### src/rtl/bst_pkg.sv
package bst_pkg;
  typedef enum logic [2:0] {
    OP_NOP = 3'd0,
    OP_ACT = 3'd1,
    OP_PRE = 3'd2,
    OP_RD  = 3'd3,
    OP_WR  = 3'd4,
    OP_REF = 3'd5
  } op_e;

  typedef enum logic [1:0] {
    BK_IDLE,
    BK_OPEN,
    BK_APWAIT,
    BK_PRECH
  } bank_st_e;
endpackage

### src/rtl/bst_bank.sv
module bst_bank #(
  parameter int TRAS = 6,
  parameter int TRP  = 3,
  parameter int D_RD = 3,
  parameter int D_WR = 7,
  parameter int CW   = 3
) (
  input  logic          clk,
  input  logic          rst,
  input  logic          sel,
  input  bst_pkg::op_e  op,
  input  logic          all_flag,
  output logic          row_open,
  output logic          precharging,
  output logic          act_ok,
  output logic          viol
);
  import bst_pkg::*;

  bank_st_e        st;
  logic [CW-1:0]   ras_cnt;
  logic [CW-1:0]   rp_cnt;
  logic [CW-1:0]   ap_cnt;

  logic act_hit, pre_hit, rd_hit, wr_hit, ras_done, rp_done;

  assign act_hit  = sel && (op == OP_ACT);
  assign pre_hit  = (op == OP_PRE) && (sel || all_flag);
  assign rd_hit   = sel && (op == OP_RD);
  assign wr_hit   = sel && (op == OP_WR);
  assign ras_done = (ras_cnt == '0);
  assign rp_done  = (rp_cnt == '0);

  assign row_open    = (st == BK_OPEN) || (st == BK_APWAIT);
  assign precharging = (st == BK_PRECH);
  assign act_ok      = (st == BK_IDLE) || ((st == BK_PRECH) && rp_done);

  always_comb begin
    viol = 1'b0;
    if (act_hit && !act_ok)                          viol = 1'b1;
    if (pre_hit && (st == BK_OPEN) && !ras_done)     viol = 1'b1;
    if (pre_hit && (st == BK_APWAIT))                viol = 1'b1;
    if ((rd_hit || wr_hit) && (st != BK_OPEN))       viol = 1'b1;
  end

  always_ff @(posedge clk) begin
    if (rst) begin
      st      <= BK_IDLE;
      ras_cnt <= '0;
      rp_cnt  <= '0;
      ap_cnt  <= '0;
    end else begin
      if (!ras_done) ras_cnt <= ras_cnt - CW'(1);
      unique case (st)
        BK_IDLE: begin
          if (act_hit) begin
            st      <= BK_OPEN;
            ras_cnt <= CW'(TRAS - 1);
          end
        end
        BK_OPEN: begin
          if (pre_hit && ras_done) begin
            st     <= BK_PRECH;
            rp_cnt <= CW'(TRP - 1);
          end else if ((rd_hit || wr_hit) && all_flag) begin
            st     <= BK_APWAIT;
            ap_cnt <= rd_hit ? CW'(D_RD - 1) : CW'(D_WR - 1);
          end
        end
        BK_APWAIT: begin
          if (ap_cnt != '0) begin
            ap_cnt <= ap_cnt - CW'(1);
          end else if (ras_done) begin
            st     <= BK_PRECH;
            rp_cnt <= CW'(TRP - 1);
          end
        end
        BK_PRECH: begin
          if (act_hit && rp_done) begin
            st      <= BK_OPEN;
            ras_cnt <= CW'(TRAS - 1);
          end else if (rp_done) begin
            st <= BK_IDLE;
          end else begin
            rp_cnt <= rp_cnt - CW'(1);
          end
        end
        default: st <= BK_IDLE;
      endcase
    end
  end


  ras_guard_chk: assert property (@(posedge clk) disable iff (rst)
    (st == BK_OPEN && ras_cnt != '0) |=> (st != BK_PRECH));


  rp_guard_chk: assert property (@(posedge clk) disable iff (rst)
    (st == BK_PRECH && rp_cnt != '0) |=> (st == BK_PRECH));


  ap_hold_chk: assert property (@(posedge clk) disable iff (rst)
    (st == BK_APWAIT && ap_cnt != '0) |=> (st == BK_APWAIT));


  ap_ras_chk: assert property (@(posedge clk) disable iff (rst)
    (st == BK_APWAIT && ras_cnt != '0) |=> (st == BK_APWAIT));
endmodule

### src/rtl/bank_state_tracker.sv
module bank_state_tracker #(
  parameter int NUM_BANKS = 4,
  parameter int BANK_W    = $clog2(NUM_BANKS),
  parameter int TRAS      = 6,
  parameter int TRP       = 3,
  parameter int TWR       = 3,
  parameter int BL        = 4,
  parameter int AL        = 1
) (
  input  logic                 clk,
  input  logic                 rst,
  input  logic [2:0]           cmd_op,
  input  logic [BANK_W-1:0]    cmd_bank,
  input  logic                 cmd_flag,
  output logic [NUM_BANKS-1:0] bank_open,
  output logic [NUM_BANKS-1:0] act_ready,
  output logic                 pre_busy,
  output logic                 ref_ok,
  output logic                 pd_active,
  output logic                 violation
);
  import bst_pkg::*;

  localparam int WL    = AL + 1;
  localparam int D_RD  = AL + BL / 2;
  localparam int D_WR  = WL + BL / 2 + TWR;
  localparam int MAX1  = (TRAS > TRP) ? TRAS : TRP;
  localparam int MAXC  = (MAX1 > D_WR) ? MAX1 : D_WR;
  localparam int CW    = $clog2(MAXC + 1);

  op_e                  op;
  logic [NUM_BANKS-1:0] bank_prech;
  logic [NUM_BANKS-1:0] bank_viol;
  logic                 ref_bad;

  assign op = op_e'(cmd_op);

  for (genvar b = 0; b < NUM_BANKS; b++) begin : g_bank
    bst_bank #(
      .TRAS(TRAS), .TRP(TRP), .D_RD(D_RD), .D_WR(D_WR), .CW(CW)
    ) u_bank (
      .clk        (clk),
      .rst        (rst),
      .sel        (cmd_bank == BANK_W'(b)),
      .op         (op),
      .all_flag   (cmd_flag),
      .row_open   (bank_open[b]),
      .precharging(bank_prech[b]),
      .act_ok     (act_ready[b]),
      .viol       (bank_viol[b])
    );
  end

  assign pre_busy  = |bank_prech;
  assign ref_ok    = &act_ready;
  assign pd_active = |bank_open;
  assign ref_bad   = (op == OP_REF) && !ref_ok;

  always_ff @(posedge clk) begin
    if (rst) violation <= 1'b0;
    else     violation <= (|bank_viol) || ref_bad;
  end


  act_open_viol_chk: assert property (@(posedge clk) disable iff (rst)
    (op == OP_ACT && bank_open[cmd_bank]) |=> violation);


  rdwr_closed_chk: assert property (@(posedge clk) disable iff (rst)
    ((op == OP_RD || op == OP_WR) && !bank_open[cmd_bank]) |=> violation);


  ref_idle_chk: assert property (@(posedge clk) disable iff (rst)
    ref_ok |-> !pd_active);


  act_open_chk: assert property (@(posedge clk) disable iff (rst)
    (op == OP_ACT && act_ready[cmd_bank]) |=> bank_open[$past(cmd_bank)]);
endmodule

### config.mk
export PLATFORM = sky130hd
export DESIGN_NAME = bank_state_tracker
export DESIGN_NICKNAME = d
export VERILOG_FILES = /design/src/rtl/bst_pkg.sv /design/src/rtl/bst_bank.sv /design/src/rtl/bank_state_tracker.sv
export SDC_FILE = /design/constraint.sdc
export NUM_CORES = 1
export LEC_CHECK = 0
export BUFFER_PORTS_ARGS = -buffer_cell sky130_fd_sc_hd__buf_2
export CORE_MARGIN = 3
export CORE_UTILIZATION = 51
export CTS_BUF_LIST = sky130_fd_sc_hd__clkbuf_2 sky130_fd_sc_hd__clkbuf_4 sky130_fd_sc_hd__clkbuf_8
export CTS_CLUSTER_DIAMETER = 120
export CTS_CLUSTER_SIZE = 28
export DETAILED_ROUTE_END_ITERATION = 7
export HOLD_SLACK_MARGIN = 0.06
export PLACE_DENSITY = 0.69
export SLEW_MARGIN = 40
export SYNTH_ARGS = -nofsm -noshare
export SYNTH_HDL_FRONTEND = slang
export SYNTH_SLANG_ARGS = --single-unit
### constraint.sdc
create_clock -name clk -period 4.2 [get_ports clk]
set_clock_uncertainty 0.1 [all_clocks]
set_input_delay 0.84 -clock clk [delete_from_list [all_inputs] [get_ports clk]]
set_output_delay 0.84 -clock clk [all_outputs]
set_load 0.02 [all_outputs]
* Word-level counts from Yosys, hierarchy flattened
Index checks and enable logic that the tools add are counted.
** Operators by class
- Add/sub/neg operators :: 12
- Eq/ne operators :: 68
- Mux-type cells :: 108
- Reductions and logical operators :: 120
** Operator list (count)
- 2-to-1 mux 3 bit :: 48
- 2-to-1 mux 2 bit :: 28
- != test 2 bit, second input constant :: 28
- logical AND 1 bit :: 53
- case mux 3 bit (2 select lines) :: 8
- case mux 3 bit (3 select lines) :: 4
- subtractor 3 x 1 -> 3 bit, second input constant :: 12
- case mux 2 bit (4 select lines) :: 4
- logical NOT 3 bit :: 8
- != test 2 x 1 -> 1 bit, second input constant :: 12
- != test 3 bit, second input constant :: 8
- AND reduction 6 bit :: 4
- nonzero test 3 bit :: 8
- == test 2 bit, second input constant :: 10
- AND reduction 4 bit :: 5
- AND reduction 5 bit :: 4
- logical OR 1 bit :: 17
- 2-to-1 mux 1 bit :: 16
- OR reduction 4 bit :: 3
- == test 2 x 1 -> 1 bit, second input constant :: 5
- logical NOT 2 bit :: 5
- logical NOT 1 bit :: 9
- nonzero test 2 bit :: 4
- == test 3 x 2 -> 1 bit, second input constant :: 2
- 2 further kinds :: 3
** Word-level totals
- Flip-flop bits (word level) :: 45
- Bits of input ports :: 8
- Output and inout port bits :: 12
- Logic and storage cells :: 325

* Logic depth before layout (Yosys ltp)
- Depth in word-level cells :: 11
- Depth in mapped cells :: 8
- Depth with buffers taken out :: 8

* By module
From an unflattened synthesis, not the netlist that was laid out.
** Unflattened totals
- Cell total of the unflattened synthesis :: 447
- Area, all modules :: 3773.6 sq um
** Modules (own cells, without submodules)
- bst_bank at g_bank[2].u_bank ... :: instances 2, cells an instance 115, area an instance 950.9 sq um, sequential area each 220.2 sq um
- bst_bank at g_bank[0].u_bank ... :: instances 2, cells an instance 103, area an instance 890.9 sq um, sequential area each 220.2 sq um
- bank_state_tracker :: instances 1, cells an instance 11, area an instance 90.1 sq um, sequential area each 20.0 sq um

* Worst setup path before layout
OpenSTA, ideal clock, no wires.
- Path kind :: reg2out
- Start point :: reg g_bank[3].u_bank.st[1]
- End point :: out ref_ok
- Data arrival time :: 1694 ps
- Required time :: 3260 ps
- Path slack :: 1566 ps
- Stages on the path, launching flop included :: 5
- Buffers on the path :: 1
- Path through :: dfxtp_1 -> ha_1 -> clkbuf_1 -> a21oi_1 -> nor4_1
** On the way
- Cells in the longest elaborated chain, start to end :: 4
- Elaborated cells on any way between the ends :: 5
- Classes of those cells :: eq/ne: 1; reduce/logical: 4
** Ends and longest elaborated chain
- from (decl) :: line bst_bank.sv:20 : bank_st_e st;
- from (signal assigned) :: line bst_bank.sv:48 : st <= BK_IDLE;
- from (signal assigned) :: line bst_bank.sv:57 : st <= BK_OPEN;
- from (signal assigned) :: line bst_bank.sv:63 : st <= BK_PRECH;
- == test 2 bit :: line bst_bank.sv:36 : assign act_ok = (st == BK_IDLE) || ((st == BK_PRECH) && rp_done);
- logical AND 1 bit :: line bst_bank.sv:36
- logical OR 1 bit * :: line bst_bank.sv:36
- AND reduction 4 bit * :: line bank_state_tracker.sv:55 : assign ref_ok = &act_ready;
- to (decl) :: line bank_state_tracker.sv:18 : output logic ref_ok,
Every way passes the cells marked *; elsewhere a longest branch is shown, timed or not.

* Worst setup path in the final report
- Start point :: reg g_bank[1].u_bank.st[1]
- End point :: out ref_ok
** On the way
- Cells in the longest elaborated chain, start to end :: 4
- Elaborated cells on any way between the ends :: 5
- Classes of those cells :: eq/ne: 1; reduce/logical: 4
** Ends and longest elaborated chain (line)
- from (decl) :: bst_bank.sv:20
- from (signal assigned) :: bst_bank.sv:48
- from (signal assigned) :: bst_bank.sv:57
- from (signal assigned) :: bst_bank.sv:63
- == test 2 bit :: bst_bank.sv:36
- logical AND 1 bit :: bst_bank.sv:36
- logical OR 1 bit * :: bst_bank.sv:36
- AND reduction 4 bit * :: bank_state_tracker.sv:55
Marks and branches as above.

==> results.sh <==
export IMPL_drtIter0Drc=206
export IMPL_htreeDepth=2
export IMPL_cts_made_buffers=5
export IMPL_end_kind="output pin"
export IMPL_syn_inst=426
export IMPL_p_sw_share_pct=44.47
export IMPL_antenna_found_initial=0
export IMPL_post_cts_resized=0
export IMPL_overflow=0
export IMPL_finalHoldViolCount=0
export IMPL_final_cell_mix="56 x inv_1, 45 x dfxtp_1, 44 x ha_1, 38 x nor2_1, 35 x a21oi_1"
export IMPL_synth_ff_latch_count=45
export IMPL_io_pins=20
export IMPL_rows=29
export IMPL_whs_ps=368.6
export IMPL_comb_power_share_pct=58.4
export IMPL_drt_pass1_iterations=4
export IMPL_setup_viol=0
export IMPL_power_density_nw_per_um2=643.0
export IMPL_n_antenna_cell=0
export IMPL_drive_gt1_share_pct=10.05
export IMPL_vias_per_cell=5.756
export IMPL_fin_crit_sh_pct=71.01
export IMPL_total_power_uw=2334
export IMPL_io_buffers=19
export IMPL_globalplace_congestion=0.8836
export IMPL_die_w_um=88.38
export IMPL_yosys_most_used_dff="dfxtp_1"
export IMPL_grt_pass1_wl_mm=12.72
export IMPL_worstMarginPinSlew_ps=510.8
export IMPL_cap_violations=0
export IMPL_cp_max_fo=8
export IMPL_async_reset_ff_share_pct=0
export IMPL_die_y_um=88.38
export IMPL_cts_root_buf="clkbuf_8"
export IMPL_p_leak_uw=0.001413
export IMPL_ys_seq_area_share_pct=26.03
export IMPL_core_sq_um=6459
export IMPL_syn_to_final_growth_pct=4.881
export IMPL_clock_latency_ps=300
export IMPL_maxSlewViolCount=0
export IMPL_dpl_hpwl_mm=5.563
export IMPL_grt_max_degree=48
export IMPL_synth_avg_cell_area_sq_um=8.124
export IMPL_syn_nets=478
export IMPL_p_int_uw=1296
export IMPL_drc=0
export IMPL_relSlewSlack_pct=65.07
export IMPL_wl_mm=7.380
export IMPL_mostFrequentLayoutCell="inv_1"
export IMPL_pwr_share_seq_pct=26.6
export IMPL_rsz0062_at_grt="no"
export IMPL_grt_pass1_vias=2720
export IMPL_min_path_type="reg2reg"
export IMPL_arrival_ps=2040
export IMPL_p_clk_share_pct=15.0
export IMPL_grt_total_usage_pct=20.20
export IMPL_cts_num_sinks=45
export IMPL_vias=2907
export IMPL_fillCellCount=639
export IMPL_status="completed"
export IMPL_start_util_pct=53.58
export IMPL_cts_clk_slew_worst_paths_ps=90
export IMPL_synth_area_sq_um=3461
export IMPL_fin_crit_ps=2982
export IMPL_routedWlPerCell_um=14.61
export IMPL_antenna_left=0
export IMPL_cts_hold_buffers=0
export IMPL_nets=479
export IMPL_fmax_mhz=335.3
export IMPL_yosys_warnings=0
export IMPL_synth_edf_count=0
export IMPL_p_sw_uw=1038
export IMPL_path_class="reg2out"
export IMPL_post_cts_setup_buffers=0
export IMPL_die_area_sq_um=7810
export IMPL_start_kind="flip-flop"
export IMPL_cts_buffer_depth=2
export IMPL_synth_cell_types=68
export IMPL_cts_tree="built"
export IMPL_required_ps=3260
export IMPL_vdd_drop_max_mv=0.3523
export IMPL_tns_ps=0
==> critical path, stage by stage (launching register included) <==
cell and delay (ps):
dfxtp_1 390, ha_1 330, nor2b_1 250, a21oi_1 140
nor4_1 360, buf_2 250
==> path summary, 6_finish.rpt <==
check / depth (start not counted) / slack, ps / end / start
worst max-delay path: 5 / 1220 / ref_ok / g_bank[1].u_bank.st[1]$_SDFFE_PP0P_
worst max register to register: 8 / 1710 / g_bank[2].u_bank.rp_cnt[1]$_SDFFE_PP0P_ / g_bank[2].u_bank.ras_cnt[0]$_SDFF_PP0_
worst min register to register: 2 / 370 / g_bank[3].u_bank.rp_cnt[2]$_SDFFE_PP0P_ / g_bank[3].u_bank.rp_cnt[2]$_SDFFE_PP0P_
worst min-delay path: 2 / 370 / g_bank[3].u_bank.rp_cnt[2]$_SDFFE_PP0P_ / g_bank[3].u_bank.rp_cnt[2]$_SDFFE_PP0P_
==> routing by layer <==
layer / track usage, % / vias up / part of all wire [%]
li1: - / 1491 / -
met1: 27.86 / 1349 / 48
met2: 33.04 / 60 / 46
met3: 3.818 / 7 / 4.7
met4: 4.121 / 0 / 0.88
met5: 0 / - / 0
==> synthesized netlist by cell type (3+ instances only) <==
| cell | count | area (sq um) |
|---|---|---|
| a2111oi_0 | 3 | 26.28 |
| a211oi_1 | 10 | 75.07 |
| a21oi_1 | 35 | 175.2 |
| a311oi_1 | 6 | 52.55 |
| buf_4 | 9 | 67.56 |
| clkbuf_1 | 11 | 41.29 |
| dfxtp_1 | 45 | 900.9 |
| ha_1 | 44 | 550.5 |
| inv_1 | 56 | 210.2 |
| mux2i_1 | 8 | 80.08 |
| nand2_1 | 21 | 78.83 |
| nand2b_1 | 10 | 62.56 |
| nand3_1 | 11 | 55.05 |
| nand3b_1 | 7 | 52.55 |
| nor2_1 | 38 | 142.6 |
| nor2b_1 | 12 | 75.07 |
| nor3_1 | 9 | 45.04 |
| nor4_1 | 4 | 25.02 |
| o211ai_1 | 3 | 22.52 |
| o21ai_0 | 9 | 45.04 |
| o21ai_1 | 4 | 20.02 |
| o22ai_1 | 5 | 31.28 |
| or3_1 | 7 | 43.79 |
| xnor2_1 | 4 | 35.03 |
==> stage by stage <==
| step | instance area (sq um) | cells | setup WS, ps | utilization, % |
|---|---|---|---|---|
| final | 3630 | 505 | 1218 | 56.20 |
| after global routing | 3630 | 505 | 952.9 | 56.20 |
| after CTS | 3630 | 505 | 1216 | 56.20 |
| after detailed placement | 3510 | 497 | 1527 | 54.34 |
| after global placement | 3507 | 497 | 1573 | 54.30 |
| after floorplan | 3461 | 426 | 1566 | - |
==> state kept, by name, summed over array words and instances (netlist names) <==
register,cells
violation,1
g_bank.u_bank.rp_cnt,12
g_bank.u_bank.ap_cnt,12
g_bank.u_bank.ras_cnt,12
g_bank.u_bank.st,8
==> cell families after synthesis <==
kind of cell,synth area share [%]
simple gates,21.66
compound gates,21.84
buf+inv,10.27
flops,26.03
fa+ha+maj,15.91
mux,3.290
xor+xnor,1.012
==> power groups by stage <==
stage	logic (uW)	clock network [uW]	registers, uW
final	1360	349	621
after global routing	1540	374	639
after CTS	1370	359	621
after detailed placement	1360	0	630
after global placement	1330	0	624
after floorplan	1110	0	616
==> final cells by class <==
type,count,area [sq um],share of cell area [%]
clock buffers,7,90.09,2.482
clock inverters,1,30.03,0.8273
inverters,56,210.2,5.791
multi-input cells,300,2205,60.74
flip-flops and latches,45,900.9,24.82
well taps,77,96.34,2.654
repair buffers,19,97.59,2.689
Note: power is estimated with default switching activity, not from simulation.
